--- config.mk ---
export PLATFORM = sky130hd
export DESIGN_NAME = por_sequencer
export DESIGN_NICKNAME = d
export VERILOG_FILES = /design/src/rtl/por_seq_pkg.sv /design/src/rtl/supply_filter.sv /design/src/rtl/por_timer.sv /design/src/rtl/por_fsm.sv /design/src/rtl/por_sequencer.sv
export SDC_FILE = /design/constraint.sdc
export NUM_CORES = 1
export LEC_CHECK = 0
export BUFFER_PORTS_ARGS = -buffer_cell sky130_fd_sc_hd__buf_2
export CORE_ASPECT_RATIO = 0.6
export CORE_MARGIN = 4
export CORE_UTILIZATION = 50
export DETAILED_ROUTE_END_ITERATION = 12
export MAX_ROUTING_LAYER = met4
export PLACE_DENSITY = 0.7
export SYNTH_ARGS = -nofsm -noshare
export SYNTH_HDL_FRONTEND = slang
export SYNTH_SLANG_ARGS = --single-unit
--- constraint.sdc ---
create_clock -name clk -period 2.65 [get_ports clk]
set_input_delay 0.1325 -clock clk [delete_from_list [all_inputs] [get_ports clk]]
set_output_delay 0.1325 -clock clk [all_outputs]
set_load 0.05 [all_outputs]
--- src/rtl/por_seq_pkg.sv ---
package por_seq_pkg;

    typedef enum logic [2:0] {
        ST_RESET  = 3'd0,
        ST_WAIT   = 3'd1,
        ST_DELAY  = 3'd2,
        ST_CONFIG = 3'd3,
        ST_USER   = 3'd4
    } seq_state_t;

    typedef struct packed {
        seq_state_t st;
        logic       start;
    } seq_regs_t;

    // index of each rail inside the filtered flag vector
    localparam int unsigned IDX_CORE   = 0;
    localparam int unsigned IDX_IO     = 1;
    localparam int unsigned IDX_ANALOG = 2;
    localparam int unsigned IDX_BATT   = 3;
    localparam int unsigned NUM_RAILS  = 4;

endpackage

--- src/rtl/supply_filter.sv ---
module supply_filter #(
    parameter int unsigned SYNC_STAGES = 2,
    parameter int unsigned FILT_CYCLES = 4
) (
    input  logic clk,
    input  logic rst_n,
    input  logic raw_in,
    output logic good_out
);
    localparam int unsigned CW = $clog2(FILT_CYCLES + 1);
    localparam logic [CW-1:0] LAST = CW'(FILT_CYCLES - 1);

    typedef struct packed {
        logic [SYNC_STAGES-1:0] sync;
        logic [CW-1:0]          cnt;
        logic                   level;
    } filt_regs_t;

    filt_regs_t r_d, r_q;
    logic       synced;

    assign synced = r_q.sync[SYNC_STAGES-1];

    always_comb begin
        r_d      = r_q;
        r_d.sync = {r_q.sync[SYNC_STAGES-2:0], raw_in};
        if (synced == r_q.level) begin
            r_d.cnt = '0;
        end else if (r_q.cnt == LAST) begin
            r_d.level = synced;
            r_d.cnt   = '0;
        end else begin
            r_d.cnt = r_q.cnt + 1'b1;
        end
    end

    always_ff @(posedge clk or negedge rst_n) begin
        if (!rst_n) begin
            r_q <= '0;
        end else begin
            r_q <= r_d;
        end
    end

    assign good_out = r_q.level;

endmodule

--- src/rtl/por_timer.sv ---
module por_timer #(
    parameter int unsigned FAST_CYCLES = 6000,
    parameter int unsigned STD_CYCLES  = 100000
) (
    input  logic clk,
    input  logic rst_n,
    input  logic load,
    input  logic fast,
    input  logic run,
    output logic expired
);
    localparam int unsigned MAXC = (FAST_CYCLES > STD_CYCLES) ? FAST_CYCLES : STD_CYCLES;
    localparam int unsigned CW   = $clog2(MAXC + 1);
    localparam logic [CW-1:0] FAST_INIT = CW'(FAST_CYCLES - 1);
    localparam logic [CW-1:0] STD_INIT  = CW'(STD_CYCLES - 1);

    logic [CW-1:0] cnt_d, cnt_q;

    always_comb begin
        cnt_d = cnt_q;
        if (load) begin
            cnt_d = fast ? FAST_INIT : STD_INIT;
        end else if (run && (cnt_q != '0)) begin
            cnt_d = cnt_q - 1'b1;
        end
    end

    always_ff @(posedge clk or negedge rst_n) begin
        if (!rst_n) begin
            cnt_q <= '0;
        end else begin
            cnt_q <= cnt_d;
        end
    end

    assign expired = (cnt_q == '0);

endmodule

--- src/rtl/por_fsm.sv ---
module por_fsm
    import por_seq_pkg::*;
(
    input  logic clk,
    input  logic rst_n,
    input  logic core_good,
    input  logic io_good,
    input  logic analog_good,
    input  logic batt_good,
    input  logic banks_good,
    input  logic cfg_done,
    input  logic tmr_expired,
    output logic tmr_load,
    output logic tmr_run,
    output logic dev_rst,
    output logic io_hiz,
    output logic io_pullup,
    output logic cfg_start
);
    seq_regs_t r_d, r_q;
    logic      keep_ok;
    logic      all_ok;

    // rails whose loss forces a full restart; the I/O rail is not one of them
    assign keep_ok = core_good && analog_good && batt_good;
    assign all_ok  = keep_ok && io_good;

    always_comb begin
        r_d       = r_q;
        r_d.start = 1'b0;
        tmr_load  = 1'b0;
        tmr_run   = 1'b0;
        unique case (r_q.st)
            ST_RESET: begin
                r_d.st = ST_WAIT;
            end
            ST_WAIT: begin
                if (all_ok) begin
                    r_d.st   = ST_DELAY;
                    tmr_load = 1'b1;
                end
            end
            ST_DELAY: begin
                if (!all_ok) begin
                    r_d.st = ST_RESET;
                end else begin
                    tmr_run = 1'b1;
                    if (tmr_expired && banks_good) begin
                        r_d.st    = ST_CONFIG;
                        r_d.start = 1'b1;
                    end
                end
            end
            ST_CONFIG: begin
                if (!keep_ok) begin
                    r_d.st = ST_RESET;
                end else if (cfg_done) begin
                    r_d.st = ST_USER;
                end
            end
            ST_USER: begin
                if (!keep_ok) begin
                    r_d.st = ST_RESET;
                end
            end
            default: begin
                r_d.st = ST_RESET;
            end
        endcase
    end

    always_ff @(posedge clk or negedge rst_n) begin
        if (!rst_n) begin
            r_q <= '{st: ST_RESET, start: 1'b0};
        end else begin
            r_q <= r_d;
        end
    end

    assign dev_rst   = (r_q.st == ST_RESET) || (r_q.st == ST_WAIT) || (r_q.st == ST_DELAY);
    assign io_hiz    = (r_q.st != ST_USER);
    assign io_pullup = (r_q.st != ST_USER);
    assign cfg_start = r_q.start;

endmodule

--- src/rtl/por_sequencer.sv ---
module por_sequencer
    import por_seq_pkg::*;
#(
    parameter int unsigned NBANK       = 4,
    parameter int unsigned MODE_W      = 4,
    parameter int unsigned SYNC_STAGES = 2,
    parameter int unsigned FILT_CYCLES = 4,
    parameter int unsigned FAST_CYCLES = 6000,
    parameter int unsigned STD_CYCLES  = 100000,
    parameter bit          HAS_BATT    = 1'b0,
    parameter logic [MODE_W-1:0] FAST_MASK  = MODE_W'(1),
    parameter logic [MODE_W-1:0] FAST_MATCH = MODE_W'(1)
) (
    input  logic              clk,
    input  logic              rst_n,
    input  logic              core_ok,
    input  logic              io_ok,
    input  logic              analog_ok,
    input  logic              battery_ok,
    input  logic [NBANK-1:0]  bank_ok,
    input  logic [MODE_W-1:0] mode_sel,
    input  logic              cfg_done,
    output logic              dev_rst,
    output logic              io_hiz,
    output logic              io_pullup,
    output logic              cfg_start
);
    localparam int unsigned NFLAGS = NUM_RAILS + NBANK;

    logic [NFLAGS-1:0] raw_flags;
    logic [NFLAGS-1:0] good_flags;
    logic              core_good, io_good, analog_good, batt_good, banks_good;
    logic              fast_sel;
    logic              tmr_load, tmr_run, tmr_expired;

    assign raw_flags = {bank_ok, battery_ok, analog_ok, io_ok, core_ok};

    for (genvar i = 0; i < NFLAGS; i++) begin : g_filt
        supply_filter #(
            .SYNC_STAGES(SYNC_STAGES),
            .FILT_CYCLES(FILT_CYCLES)
        ) i_filt (
            .clk     (clk),
            .rst_n   (rst_n),
            .raw_in  (raw_flags[i]),
            .good_out(good_flags[i])
        );
    end

    assign core_good   = good_flags[IDX_CORE];
    assign io_good     = good_flags[IDX_IO];
    assign analog_good = good_flags[IDX_ANALOG];
    assign banks_good  = &good_flags[NFLAGS-1:NUM_RAILS];

    if (HAS_BATT) begin : g_batt
        assign batt_good = good_flags[IDX_BATT];
    end else begin : g_nobatt
        assign batt_good = 1'b1 | good_flags[IDX_BATT];
    end

    assign fast_sel = ((mode_sel & FAST_MASK) == (FAST_MATCH & FAST_MASK));

    por_timer #(
        .FAST_CYCLES(FAST_CYCLES),
        .STD_CYCLES (STD_CYCLES)
    ) i_timer (
        .clk    (clk),
        .rst_n  (rst_n),
        .load   (tmr_load),
        .fast   (fast_sel),
        .run    (tmr_run),
        .expired(tmr_expired)
    );

    por_fsm i_fsm (
        .clk        (clk),
        .rst_n      (rst_n),
        .core_good  (core_good),
        .io_good    (io_good),
        .analog_good(analog_good),
        .batt_good  (batt_good),
        .banks_good (banks_good),
        .cfg_done   (cfg_done),
        .tmr_expired(tmr_expired),
        .tmr_load   (tmr_load),
        .tmr_run    (tmr_run),
        .dev_rst    (dev_rst),
        .io_hiz     (io_hiz),
        .io_pullup  (io_pullup),
        .cfg_start  (cfg_start)
    );

endmodule

# Word level (Yosys, flattened, before mapping)
# Cells that the tools add are included.
[word_totals] register_bits=63 mem_bits_rw=0 latchBits=0 rom_bits=0 word_cells=110 n_memories=0
[op_classes] n_mul=0 n_mux=29 order_cmp=0 bitwise_logic=7 shift=0 n_reduce_logical=19 addsub=8 div=0 n_eq_ne=23
[ops] op="2-to-1 mux 3 bit" count=19
[ops] op="2-to-1 mux 17 bit" count=3
[ops] op="equality test 3 x 2 -> 1 bit (second input constant)" count=9
[ops] op="adder 3 x 1 -> 3 bit (second input constant)" count=7
[ops] op="zero test 17 bit" count=1
[ops] op="nonzero test 17 bit" count=1
[ops] op="subtractor 17 x 1 -> 17 bit (second input constant)" count=1
[ops] op="one-hot mux 3 bit (5 select lines)" count=1
[ops] op="AND reduction 2 bit" count=7
[ops] op="!= test 3 bit (second input constant)" count=3
[ops] op="AND reduction 4 bit" count=2
[ops] op="equality test 1 bit" count=7
[ops] op="NOT 1 bit" count=7
[ops] op="2-to-1 mux 1 bit" count=5
[ops] op="logical AND 1 bit" count=4
[ops] op="2-to-1 mux 4 bit" count=1
[ops] op="equality test 3 x 1 -> 1 bit (second input constant)" count=1
[ops] op="equality test 3 bit (second input constant)" count=1
[ops] op="zero test 3 bit" count=1
[ops] op="logical OR 1 bit" count=2
[ops] op="!= test 2 x 1 -> 1 bit (second input constant)" count=1
[ops] op="!= test 2 bit (second input constant)" count=1
[ops] op="nonzero test 2 bit" count=1

# Logic depth before layout (Yosys ltp)
# Gate-level depths: netlist of the first run.
[depth] ltp_word=7 ltp_mapped=9 ltp_nobuf=7

# Cells and area by module
# Synthesis of the first run repeated with hierarchy kept, for this count alone.
[unflattened] hier_cells=231 area_unflattened_um2=2855.2
[by_module_without_submodules] module="supply_filter" n_inst=7 cells_per_inst=13 seq_area_each_um2=150.1 area_per_inst_um2=216.5
[by_module_without_submodules] module="por_timer" n_inst=1 cells_per_inst=110 seq_area_each_um2=425.4 area_per_inst_um2=1059.8
[by_module_without_submodules] module="por_fsm" n_inst=1 cells_per_inst=28 seq_area_each_um2=100.1 area_per_inst_um2=267.8
[by_module_without_submodules] module="por_sequencer" n_inst=1 cells_per_inst=2 seq_area_each_um2=0.0 area_per_inst_um2=12.5

# Worst setup path after synthesis of the first run
# OpenSTA, ideal clock, no wires.
[synth_timing] path_kind="register to register" from="register i_timer.cnt_q[0]" to="register i_timer.cnt_q[5]" arrival_ns=2.246 path_stages_with_launch=10 required_ns=2.524 path_slack_ns=0.277 path_cell_list="dfrtp_1 inv_1 ha_1 nor4b_1 or4b_1 buf_2 o21a_1 buf_6 mux2i_1 a221o_1"
[synth_via] elab_chain_cells=3 word_cells_on_any_way=6
[synth_rtl] element="from (decl)" line="por_timer.sv:17" text="logic [CW-1:0] cnt_d, cnt_q;"
[synth_rtl] element="from (signal assigned)" line="por_timer.sv:32" text="cnt_q <= cnt_d;"
[synth_rtl] element="subtractor 17 x 1 -> 17 bit / nonzero test 17 bit (equally long branches)" line="por_timer.sv:24, por_timer.sv:23"
[synth_rtl] element="2-to-1 mux 17 bit / logical AND 1 bit (equally long branches)" line="por_timer.sv:23" text="end else if (run && (cnt_q != '0)) begin"
[synth_rtl] element="2-to-1 mux 17 bit / nonzero test 2 bit (equally long branches)"
# Parallel ways exist; a longest one is shown, timed or not. The select of a mux whose other input is x is not followed.
# A chain may end at the register's enable or synchronous reset.

# Worst setup path in the final report of the first run
[layout_timing] from="register i_timer.cnt_q[0]" to="register i_timer.cnt_q[12]"
# The elaborated chain is that of the path after synthesis.

==> results of run 1 <==
-- sequential cells by signal, indices dropped and copies added, names as in the netlist --
name                    count
g_filt.i_filt.good_out      7
i_timer.cnt_q              17
g_filt.i_filt.r_d           7
g_filt.i_filt.r_q          28
i_fsm.cfg_start             1
i_fsm.r_q                   3
-- timing repair --
item / CTS / global route
hold buffers: 8 / 0
hold endpoints to repair: 44 / 0
resized for setup: 0 / 1
endpoints found under the setup margin: 0 / 1
-- cell families after synthesis --
| group | count (synthesis) |
|---|---|
| AO/OA/AOI/OAI | 34 |
| flip-flops | 63 |
| multiplexers | 7 |
| AND/OR/NAND/NOR | 85 |
| buffers and inverters | 12 |
| adder cells (fa/ha/maj) | 9 |
| XOR/XNOR | 12 |
-- layer usage --
layer	vias up	wire length (um)	track usage, %
met2	36	1810	20.6
met3	6	269	7.74
met4	0	42	3.93
met1	814	2460	25.2
li1	870	-	-
met5	-	0	-
-- cells in the mapped netlist (all sizes together), types with 2 or more instances --
library cell and instances:
nand4b 2, nand3 5, nor3b 11, or3 6, or2 2, o21ai 6
xor2 5, buf 4, a21oi 13, clkbuf 3, nand2b 2, or3b 2
nor2b 13, or4 5, a211oi 2, xnor2 7, nor4 2, a31oi 3
o211ai 3, nand3b 2, o31ai 2, nor2 7, inv 5, mux2 6
dfrtp 63, ha 9, nand2 8, nor3 14
-- worst reg2reg max path: cells and delay by family, from the launching register on --
family	cells	cell delay [ns]
simple gates	4	1.47
compound gates	1	0.16
fa+ha+maj	1	0.20
buf+inv	1	0.11
flops	1	0.44
-- stage by stage --
stage / cells / util [%]
after global routing: 324 / 61.5
after floorplan: 222 / -
after detailed placement: 301 / 55.1
after CTS: 324 / 61.5
final: 324 / 61.5
after global placement: 301 / 55.1
-- area by class of cell --
type                       instances  area, um^2  area share [%]
inverter                           5        18.8           0.597
timing repair buffer              28         195            6.21
sequential                        63        1580            50.2
clock inverter                     3        90.1            2.87
clock buffer                      12         155            4.94
tap                               66        82.6            2.63
multi-input combinational        147        1020            32.6
-- placed cells by master (no fill, tap or decap), types with 2 or more instances in the layout --
| cell | n |
|---|---|
| xnor2_1 | 7 |
| nand3b_1 | 2 |
| o21ai_0 | 6 |
| or4_1 | 3 |
| a31oi_1 | 3 |
| bufinv_16 | 3 |
| or3_1 | 3 |
| a211oi_1 | 2 |
| inv_1 | 5 |
| or3b_2 | 2 |
| buf_4 | 6 |
| nand4b_1 | 2 |
| nand2_1 | 8 |
| buf_2 | 14 |
| nor4_1 | 2 |
| mux2_2 | 6 |
| or4_2 | 2 |
| o211ai_1 | 3 |
| dlygate4sd3_1 | 8 |
| nor2b_1 | 13 |
| nor3_1 | 14 |
| nor2_1 | 7 |
| o31ai_1 | 2 |
| or3_2 | 3 |
| nor3b_1 | 11 |
| or2_2 | 2 |
| nand2b_1 | 2 |
| nand3_1 | 5 |
| xor2_1 | 5 |
| clkbuf_8 | 11 |
| ha_1 | 9 |
| dfrtp_1 | 63 |
| a21oi_1 | 13 |
-- worst max-delay path by stage --
stage                           startpoint                end  slack, ns
after floorplan           i_timer.cnt_q[0]   i_timer.cnt_q[5]       0.28
after global placement    i_timer.cnt_q[0]   i_timer.cnt_q[5]       0.20
after detailed placement  i_timer.cnt_q[0]  i_timer.cnt_q[12]       0.23
after CTS                 i_timer.cnt_q[0]   i_timer.cnt_q[5]       0.21
after global routing      i_timer.cnt_q[0]  i_timer.cnt_q[12]      0.005
final                     i_timer.cnt_q[0]  i_timer.cnt_q[12]       0.20
-- power breakdown --
part           internal [mW]  total, mW  switching, mW
Sequential              1.22       1.48          0.256
Combinational          0.330      0.647          0.317
Clock                  0.672       1.01          0.340
==> summary.md, run 1 <==
| Metric | Value |
|---|---|
| CP Capture Type | flip-flop |
| HPWL after detailed placement | ~3200 um |
| Fill count | between 400 and 500 |
| Worst setup SP type | flip-flop |
| Pre-CTS setup slack | 0.228 ns |
| Cell family with most CP delay | simple AND/OR/NAND/NOR gates |
| Initial antenna violation count | 0 |
| Synth Area in Simple Gates | about a fifth |
| Reg-to-reg endpoint | i_timer.cnt_q[12] |
| CP most frequent cell | nor3b_1 |
| Relative slew slack | 49.5% |
| First-pass GRT wire length | roughly 8000 um |
| Grt ovf | 0 |
| Seq cells post-synth | 63 |
| Worst r2r path cells | 7 |
| Cell area after synthesis | ~2700 um^2 |
| Syn avg cell area | approximately 12 um^2 |
| Status | completed |
| Worst setup margin | 0.204 ns |
| Maximum VDD drop | 509 uV |
| Via count | roughly 1700 |
| Top FF cell, synth | dfrtp_1 |
| Clock Sinks | 63 |
| Largest net degree at the start of global routing | 64 |
| Crit-path slowest cell | or3_2 |
| Max Fclk | approximately 410 MHz |
| Setup Viol. Count Final | 0 |
| EDFF count, synth | 0 |
| CTS tree | done |
| # rows | 20 |
| Yosys cell types | between 40 and 50 |
| Final GP Congestion | roughly 0.85 |
| Adder-Cell Fraction of Synth Area | approximately 4.2% |
| Area growth from synthesis to layout | 18.2% |
| Smallest hold slack | 0.0817 ns |
| Tcrit/Tclk final | 92.3% |
| Power, Total | around 3.1 mW |
| Synth area leader | dfrtp_1 |
| Worst r2r src | i_timer.cnt_q[0] |
| Hold Startpoint | mode_sel[0] |
| Kind of critical path | reg -> reg |
| Fin. Hold Viols | 0 |
| Port Buffer Count | 14 |
| Die Ht | 64.5 um |
| Fin crit period | 2.45 ns |
| Drt first pass iters | 4 |
| Pleak | about 1.4 nW |
| Clock skew | roughly 0.0066 ns |
| Area after DPL | 2820 um^2 |
| Largest family of logic cells by synthesized area | simple AND/OR/NAND/NOR gates |
| ANT nets after route | 0 |
| CP bufs+invs | 1 |
| Post-synthesis net count | roughly 250 |
| Fin area | between 3000 and 4000 um^2 |
| CTS Buf Count | 9 |
| Io pins | 19 |
| Total global-route track usage | around 17% |
| WL/cell | about 14 um |
| Iteration-0 DRC Markers | approximately 130 |
| Antenna diodes | 0 |
| Post-Synthesis Cells | about 220 |
| Depth of the worst hold-timing path | 3 |
| Final WL | 4580 um |
| Seq/Total Area, Yosys | 59.3% |
| # DRC | 0 |
| Max Cap Violations | 0 |
| Yosys warns | 0 |
| Die X | between 100 and 150 um |
| Yosys top cell area share | 59.3% |
| Deepest clock path buffer count | 2 |
| XOR/XNOR Fraction of Synth Area | under 10% |
| Hold Crit Class | in -> reg |
| CP max stage delay | 0.47 ns |
| Stages on the worst setup path | 7 |
| Vias in the first global route | 1611 |
| Synth area leaders | dfrtp_1, ha_1, nor3b_1 |
| PwrDens | 999 nW/um^2 |
| CP Cell Sequence | inv_1, ha_1, nor3b_1, nor3b_1, nand3_1, or3_2, a31oi_1 |
| Total negative slack | 0 ns |
| Nets | between 200 and 300 |
| Top fanout value on the critical path | 7 |
| Synth Area in Compound Gates | under 10% |
| H-Tree Depth | 3 |
| CP required | just under 3 ns |
| Worst-skew pair later-pin latency | about 0.33 ns |
| Clock transition at the registers of the reported paths | ~0.06 ns |
| Worst Path Arrival | between 2 and 3 ns |
| Asr flop ratio synth | 100% |
| Starting Density | 52.1% |
| Final Slew Violations | 0 |
| Root Buffer | clkbuf_8 |
| Setup bufs post-CTS | 0 |
| Hold path endpoint | i_timer.cnt_q[6] |
| Multiplexer share of the synthesized area | ~2.9% |
| Via density per instance | between 5 and 6 |
| Unrepaired setup endpoints after global routing | false |
| Ratio of cells with drive above 1 in the final layout | between 10% and 20% |
| Core area | around 5100 um^2 |
| Actual slew at the worst max-slew pin | between 0.7 and 0.8 ns |
| R2R setup slack | a little over 0.2 ns |
| Die ar. | between 6000 and 7000 um^2 |
Note: power is estimated with default switching activity, not from simulation.
==> run 2, diff against run 1 <==
--- a/config.mk
+++ b/config.mk
@@ -6,12 +6,15 @@
 export NUM_CORES = 1
 export LEC_CHECK = 0
 export BUFFER_PORTS_ARGS = -buffer_cell sky130_fd_sc_hd__buf_2
+export CAP_MARGIN = 20
+export CELL_PAD_IN_SITES_DETAIL_PLACEMENT = 1
+export CELL_PAD_IN_SITES_GLOBAL_PLACEMENT = 2
 export CORE_ASPECT_RATIO = 0.6
 export CORE_MARGIN = 4
-export CORE_UTILIZATION = 50
+export CORE_UTILIZATION = 40
 export DETAILED_ROUTE_END_ITERATION = 12
 export MAX_ROUTING_LAYER = met4
-export PLACE_DENSITY = 0.7
+export PLACE_DENSITY = 0.79
 export SYNTH_ARGS = -nofsm -noshare
 export SYNTH_HDL_FRONTEND = slang
 export SYNTH_SLANG_ARGS = --single-unit
==> summary.md, run 2 (synthesized netlist as in run 1, its figures left out) <==
| Metric | Value |
|---|---|
| Status | completed |
| Top fanout value on the critical path | 6 |
| Fin crit period | approximately 2.5 ns |
| Largest net degree at the start of global routing | 40 |
| Drt first pass iters | 4 |
| Fin area | 3170 um^2 |
| Grt ovf | 0 |
| Vias in the first global route | approximately 1800 |
| Kind of critical path | reg -> reg |
| WL/cell | 15.3 um |
| Starting Density | a little over two fifths |
| CP Cell Sequence | or4_1, nor3_1, nand3_1, or4_2, a21oi_1 |
| Placed cells | between 300 and 400 |
| Worst setup margin | roughly 0.16 ns |
| Worst Path Arrival | roughly 2.8 ns |
| CP max stage delay | about 0.6 ns |
| Deepest clock path buffer count | 2 |
| HPWL after detailed placement | roughly 3700 um |
| Clock Sinks | 63 |
| Crit-path slowest cell | or4_2 |
| Max Fclk | about 400 MHz |
| Commonest non-fill, non-tap cell in the layout | dfrtp_1 |
| ANT nets after route | 0 |
| Unrepaired setup endpoints after global routing | false |
| Antenna diodes | 0 |
| Final GP Congestion | ~0.75 |
| Cell family with most CP delay | simple AND/OR/NAND/NOR gates |
| Final Slew Violations | 0 |
| Total negative slack | 0 ns |
| Via density per instance | 5.14 |
| # rows | 22 |
| CP Capture Type | flip-flop |
| Maximum VDD drop | roughly 450 uV |
| Actual slew at the worst max-slew pin | 0.612 ns |
| # DRC | 0 |
| Setup bufs post-CTS | 0 |
| Relative slew slack | 59.2% |
| Worst-skew pair later-pin latency | around 0.34 ns |
| Setup Viol. Count Final | 0 |
| Die Ht | roughly 71 um |
| Die ar. | between 8000 and 9000 um^2 |
| CP required | a little under 3 ns |
| Clock transition at the registers of the reported paths | 0.07 ns |
| Via count | 1762 |
| Pre-CTS setup slack | ~0.24 ns |
| Max FFs per register | 28 |
| Smallest hold slack | between 0.08 and 0.09 ns |
| Stages on the worst setup path | 5 |
| Final WL | between 5000 and 6000 um |
| Io pins | 19 |
| Total global-route track usage | roughly 16% |
| Worst r2r path cells | 5 |
| Depth of the worst hold-timing path | 3 |
| CTS Buf Count | 9 |
| Pleak | 1.36 nW |
| Power, Total | 3.14 mW |
| Hold Crit Class | in -> reg |
| Area growth from synthesis to layout | 19.4% |
| CP bufs+invs | 0 |
| Max Cap Violations | 0 |
| Non-filler cells, final | approximately 340 |
| Root Buffer | clkbuf_8 |
| Biggest regs | g_filt.i_filt.r_q x28, i_timer.cnt_q x17 |
| Worst setup SP type | flip-flop |
| Port Buffer Count | 14 |
| Iteration-0 DRC Markers | between 90 and 100 |
| Most flops, register | g_filt.i_filt.r_q |
| Tcrit/Tclk final | between 90% and 100% |
| Fin. Hold Viols | 0 |
| Area after DPL | 2850 um^2 |
| H-Tree Depth | 3 |
| CTS tree | done |
| Nets | 278 |
| Final cell utilization of the core | between 50% and 60% |
| Initial antenna violation count | 0 |
| First-pass GRT wire length | around 9300 um |
| Ratio of cells with drive above 1 in the final layout | 19.3% |
| Most frequent cells in the layout | dfrtp_1, nor3_1, buf_2 |
| Die X | ~110 um |
| Clock skew | 0.00804 ns |
| PwrDens | 988 nW/um^2 |
| Core area | ~6300 um^2 |
## run 2: cell count changes in the layout (fill, tap and decap cells not counted), sizes merged
cell    previous run  this run
bufinv             3         2
clkbuf            12        14
## run 2: worst paths after layout
kind,slack [ns],start,to
worst max-delay path,0.16,i_timer.cnt_q[0],i_timer.cnt_q[13]
worst min-delay path,0.09,cfg_done,i_fsm.r_q[3]
worst max register to register,0.16,i_timer.cnt_q[0],i_timer.cnt_q[13]
worst min register to register,0.35,g_filt[5].i_filt.r_d[5],g_filt[5].i_filt.r_q[5]
max in group asynchronous,1.70,rst_n,g_filt[1].i_filt.good_out
min in group asynchronous,0.33,rst_n,g_filt[7].i_filt.r_q[2]
## run 2: report_power, final
part           internal, mW  switching, mW
clock network         0.633          0.369
logic                 0.333          0.326
registers              1.22          0.252
## run 2: timing repair
item / CTS / global route
hold buffers: 8 / 0
endpoints found under the hold margin: 31 / 0
gates resized for setup: 0 / 0
## run 2: per-layer routing
| layer | GRT usage [%] | up-vias | share of wire [%] |
|---|---|---|---|
| met5 | - | - | 0 |
| met4 | 5.20 | 0 | 1.2 |
| met3 | 6.67 | 6 | 4.8 |
| met2 | 19.3 | 33 | 39 |
| met1 | 22.6 | 863 | 55 |
| li1 | - | 860 | - |
## run 2: worst register-to-register path, stage by stage (launching register included)
cell and delay [ns]:
dfrtp_1 0.44, or4_1 0.58, nor3_1 0.36, nand3_1 0.26, or4_2 0.60, a21oi_1 0.17
## run 2: final cells by class
type                       instances  area, um^2
fill                             663        3100
multi-input combinational        147        1020
tap                               84         105
inverter                           5        18.8
clock buffer                      14         183
clock inverter                     2        60.1
sequential                        63        1580
timing repair buffer              28         208
==> run 3, diff against run 2 <==
--- a/config.mk
+++ b/config.mk
@@ -15,6 +15,7 @@
 export DETAILED_ROUTE_END_ITERATION = 12
 export MAX_ROUTING_LAYER = met4
 export PLACE_DENSITY = 0.79
+export RECOVER_POWER = 100
 export SYNTH_ARGS = -nofsm -noshare
 export SYNTH_HDL_FRONTEND = slang
 export SYNTH_SLANG_ARGS = --single-unit
==> summary.md, run 3 (synthesized netlist as in run 1, its figures left out) <==
| Metric | Value |
|---|---|
| Setup Viol. Count Final | 0 |
| Worst Path Arrival | between 2 and 3 ns |
| Total negative slack | 0 ns |
| Maximum VDD drop | 445 uV |
| CP required | between 2 and 3 ns |
| Top fanout value on the critical path | 6 |
| Final WL | ~5200 um |
| Io pins | 19 |
| Final Slew Violations | 0 |
| Fin crit period | roughly 2.4 ns |
| Non-filler cells, final | 343 |
| Depth of the worst hold-timing path | 3 |
| Fin. Hold Viols | 0 |
| CP Capture Type | flip-flop |
| Hold Startpoint | cfg_done |
| Starting Density | between 40% and 50% |
| Hold Crit Class | in -> reg |
| Clock transition at the registers of the reported paths | around 0.070 ns |
| Clock skew | just over 0.008 ns |
| R2R setup slack | between 0.2 and 0.25 ns |
| CTS Buf Count | 9 |
| Worst-skew pair later-pin latency | around 0.34 ns |
| Tcrit/Tclk final | 92.0% |
| CTS tree | done |
| # DRC | 0 |
| Grt ovf | 0 |
| H-Tree Depth | 3 |
| PostCTS Resize Cnt | 0 |
| Iteration-0 DRC Markers | 89 |
| Biggest regs | g_filt.i_filt.r_q x28, i_timer.cnt_q x17 |
| Core area | ~6300 um^2 |
| Max Fclk | between 400 and 500 MHz |
| Max FFs per register | 28 |
| Actual slew at the worst max-slew pin | roughly 1.5 ns |
| Worst r2r src | i_timer.cnt_q[0] |
| Die X | around 110 um |
| Cell family with most CP delay | simple AND/OR/NAND/NOR gates |
| Worst setup SP type | flip-flop |
| Antenna diodes | 0 |
| Relative slew slack | 2.22% |
| Worst r2r path cells | 5 |
| CP Cell Sequence | or4_1, nor3_1, nand3_1, or4_2, a21oi_1 |
| Ratio of cells with drive above 1 in the final layout | around 17% |
| Largest net degree at the start of global routing | 40 |
| Area growth from synthesis to layout | 19.0% |
| Placed cells | 319 |
| Final cell utilization of the core | between 50 and 60% |
| HPWL after detailed placement | 3690 um |
| WL/cell | approximately 15 um |
| Via count | 1749 |
| Unrepaired setup endpoints after global routing | false |
| Met2 WL | 2060 um |
| Die ar. | 8050 um^2 |
| Status | completed |
| Max Cap Violations | 0 |
| Most flops, register | g_filt.i_filt.r_q |
| Port Buffer Count | 14 |
| Clock Sinks | 63 |
| Routed wl met3 | 205 um |
| Drt first pass iters | 4 |
| Deepest clock path buffer count | 2 |
| CP bufs+invs | 0 |
| Pleak | roughly 1.3 nW |
| Final GP Congestion | around 0.75 |
| Root Buffer | clkbuf_8 |
| Commonest non-fill, non-tap cell in the layout | dfrtp_1 |
| Power, Total | 3.13 mW |
| Via density per instance | about 5 |
| ANT nets after route | 0 |
| Fill count | 665 |
| Reg-to-reg endpoint | i_timer.cnt_q[13] |
| CP max stage delay | 0.60 ns |
| M1 WL | about 2900 um |
| First-pass GRT wire length | slightly above 9000 um |
| Hold path endpoint | i_fsm.r_q[3] |
| Vias in the first global route | approximately 1800 |
| Initial antenna violation count | 0 |
| Die Ht | 71.1 um |
| Kind of critical path | reg -> reg |
| # rows | 22 |
| Nets | approximately 280 |
| PwrDens | between 900 and 1000 nW/um^2 |
| Total global-route track usage | between 15 and 20% |
| Crit-path slowest cell | or4_2 |
| Most frequent cells in the layout | dfrtp_1, nor3_1, nor2b_1, a21oi_1, clkbuf_8 |
| Top routing layer used | met4 |
[run 3: cell count changes in the layout (fill, tap and decap cells not counted), sizes merged]
cell,previous run,this run
clkbuf,14,21
buf,20,13
[run 3: worst max path at each step]
| stage | from | end | slack [ns] | depth (start not counted) |
|---|---|---|---|---|
| 2_1_floorplan | i_timer.cnt_q[0] | i_timer.cnt_q[5] | 0.28 | 9 |
| 4_1_cts | i_timer.cnt_q[0] | i_timer.cnt_q[13] | 0.21 | 5 |
| 6_report | i_timer.cnt_q[0] | i_timer.cnt_q[13] | 0.21 | 5 |
| 3_3_place_gp | i_timer.cnt_q[0] | i_timer.cnt_q[5] | 0.29 | 7 |
| 3_5_place_dp | i_timer.cnt_q[0] | i_timer.cnt_q[13] | 0.24 | 5 |
| 5_1_grt | i_timer.cnt_q[0] | i_timer.cnt_q[13] | 0.006 | 5 |
[run 3: layout make-up]
type	count	area [um^2]	area share, %
Inverter	5	18.8	0.594
Multi-Input combinational cell	147	1020	32.3
Clock buffer	14	183	5.78
Clock inverter	2	60.1	1.90
Tap cell	84	105	3.32
Sequential cell	63	1580	49.9
Timing Repair Buffer	28	196	6.21
[run 3: what timing repair did]
| item | CTS | global route |
|---|---|---|
| endpoints found under the hold margin | 31 | 0 |
| hold buffers | 8 | 0 |
| buffers inserted | 0 | 0 |
[run 3: routing by layer]
layer  up-vias  GRT usage, %
met5         -             -
met4         0          5.20
met3         6          6.67
met2        25          19.3
met1       857          22.6
li1        861             -
[run 3: metrics by stage]
stage	setup slack (ns)	instance area, um^2	hold WS, ns
after floorplan	0.277	2660	-0.163
after global placement	0.287	2850	0.183
after detailed placement	0.241	2850	0.187
after CTS	0.213	3170	0.0618
after global routing	0.00581	3160	0.0856
final	0.211	3160	0.0868
[run 3: worst reg2reg max path: cells and delay by family (launching register included)]
kind             cells  cell delay, ns
AND/OR/NAND/NOR      4            1.75
flip-flops           1            0.44
AO/OA/AOI/OAI        1            0.17
[run 3: where the power goes]
group          switching [mW]  internal (mW)  total, mW
Clock                   0.366          0.633      0.999
Sequential              0.253           1.22       1.47
Combinational           0.326          0.332      0.658
Total                   0.944           2.19       3.13
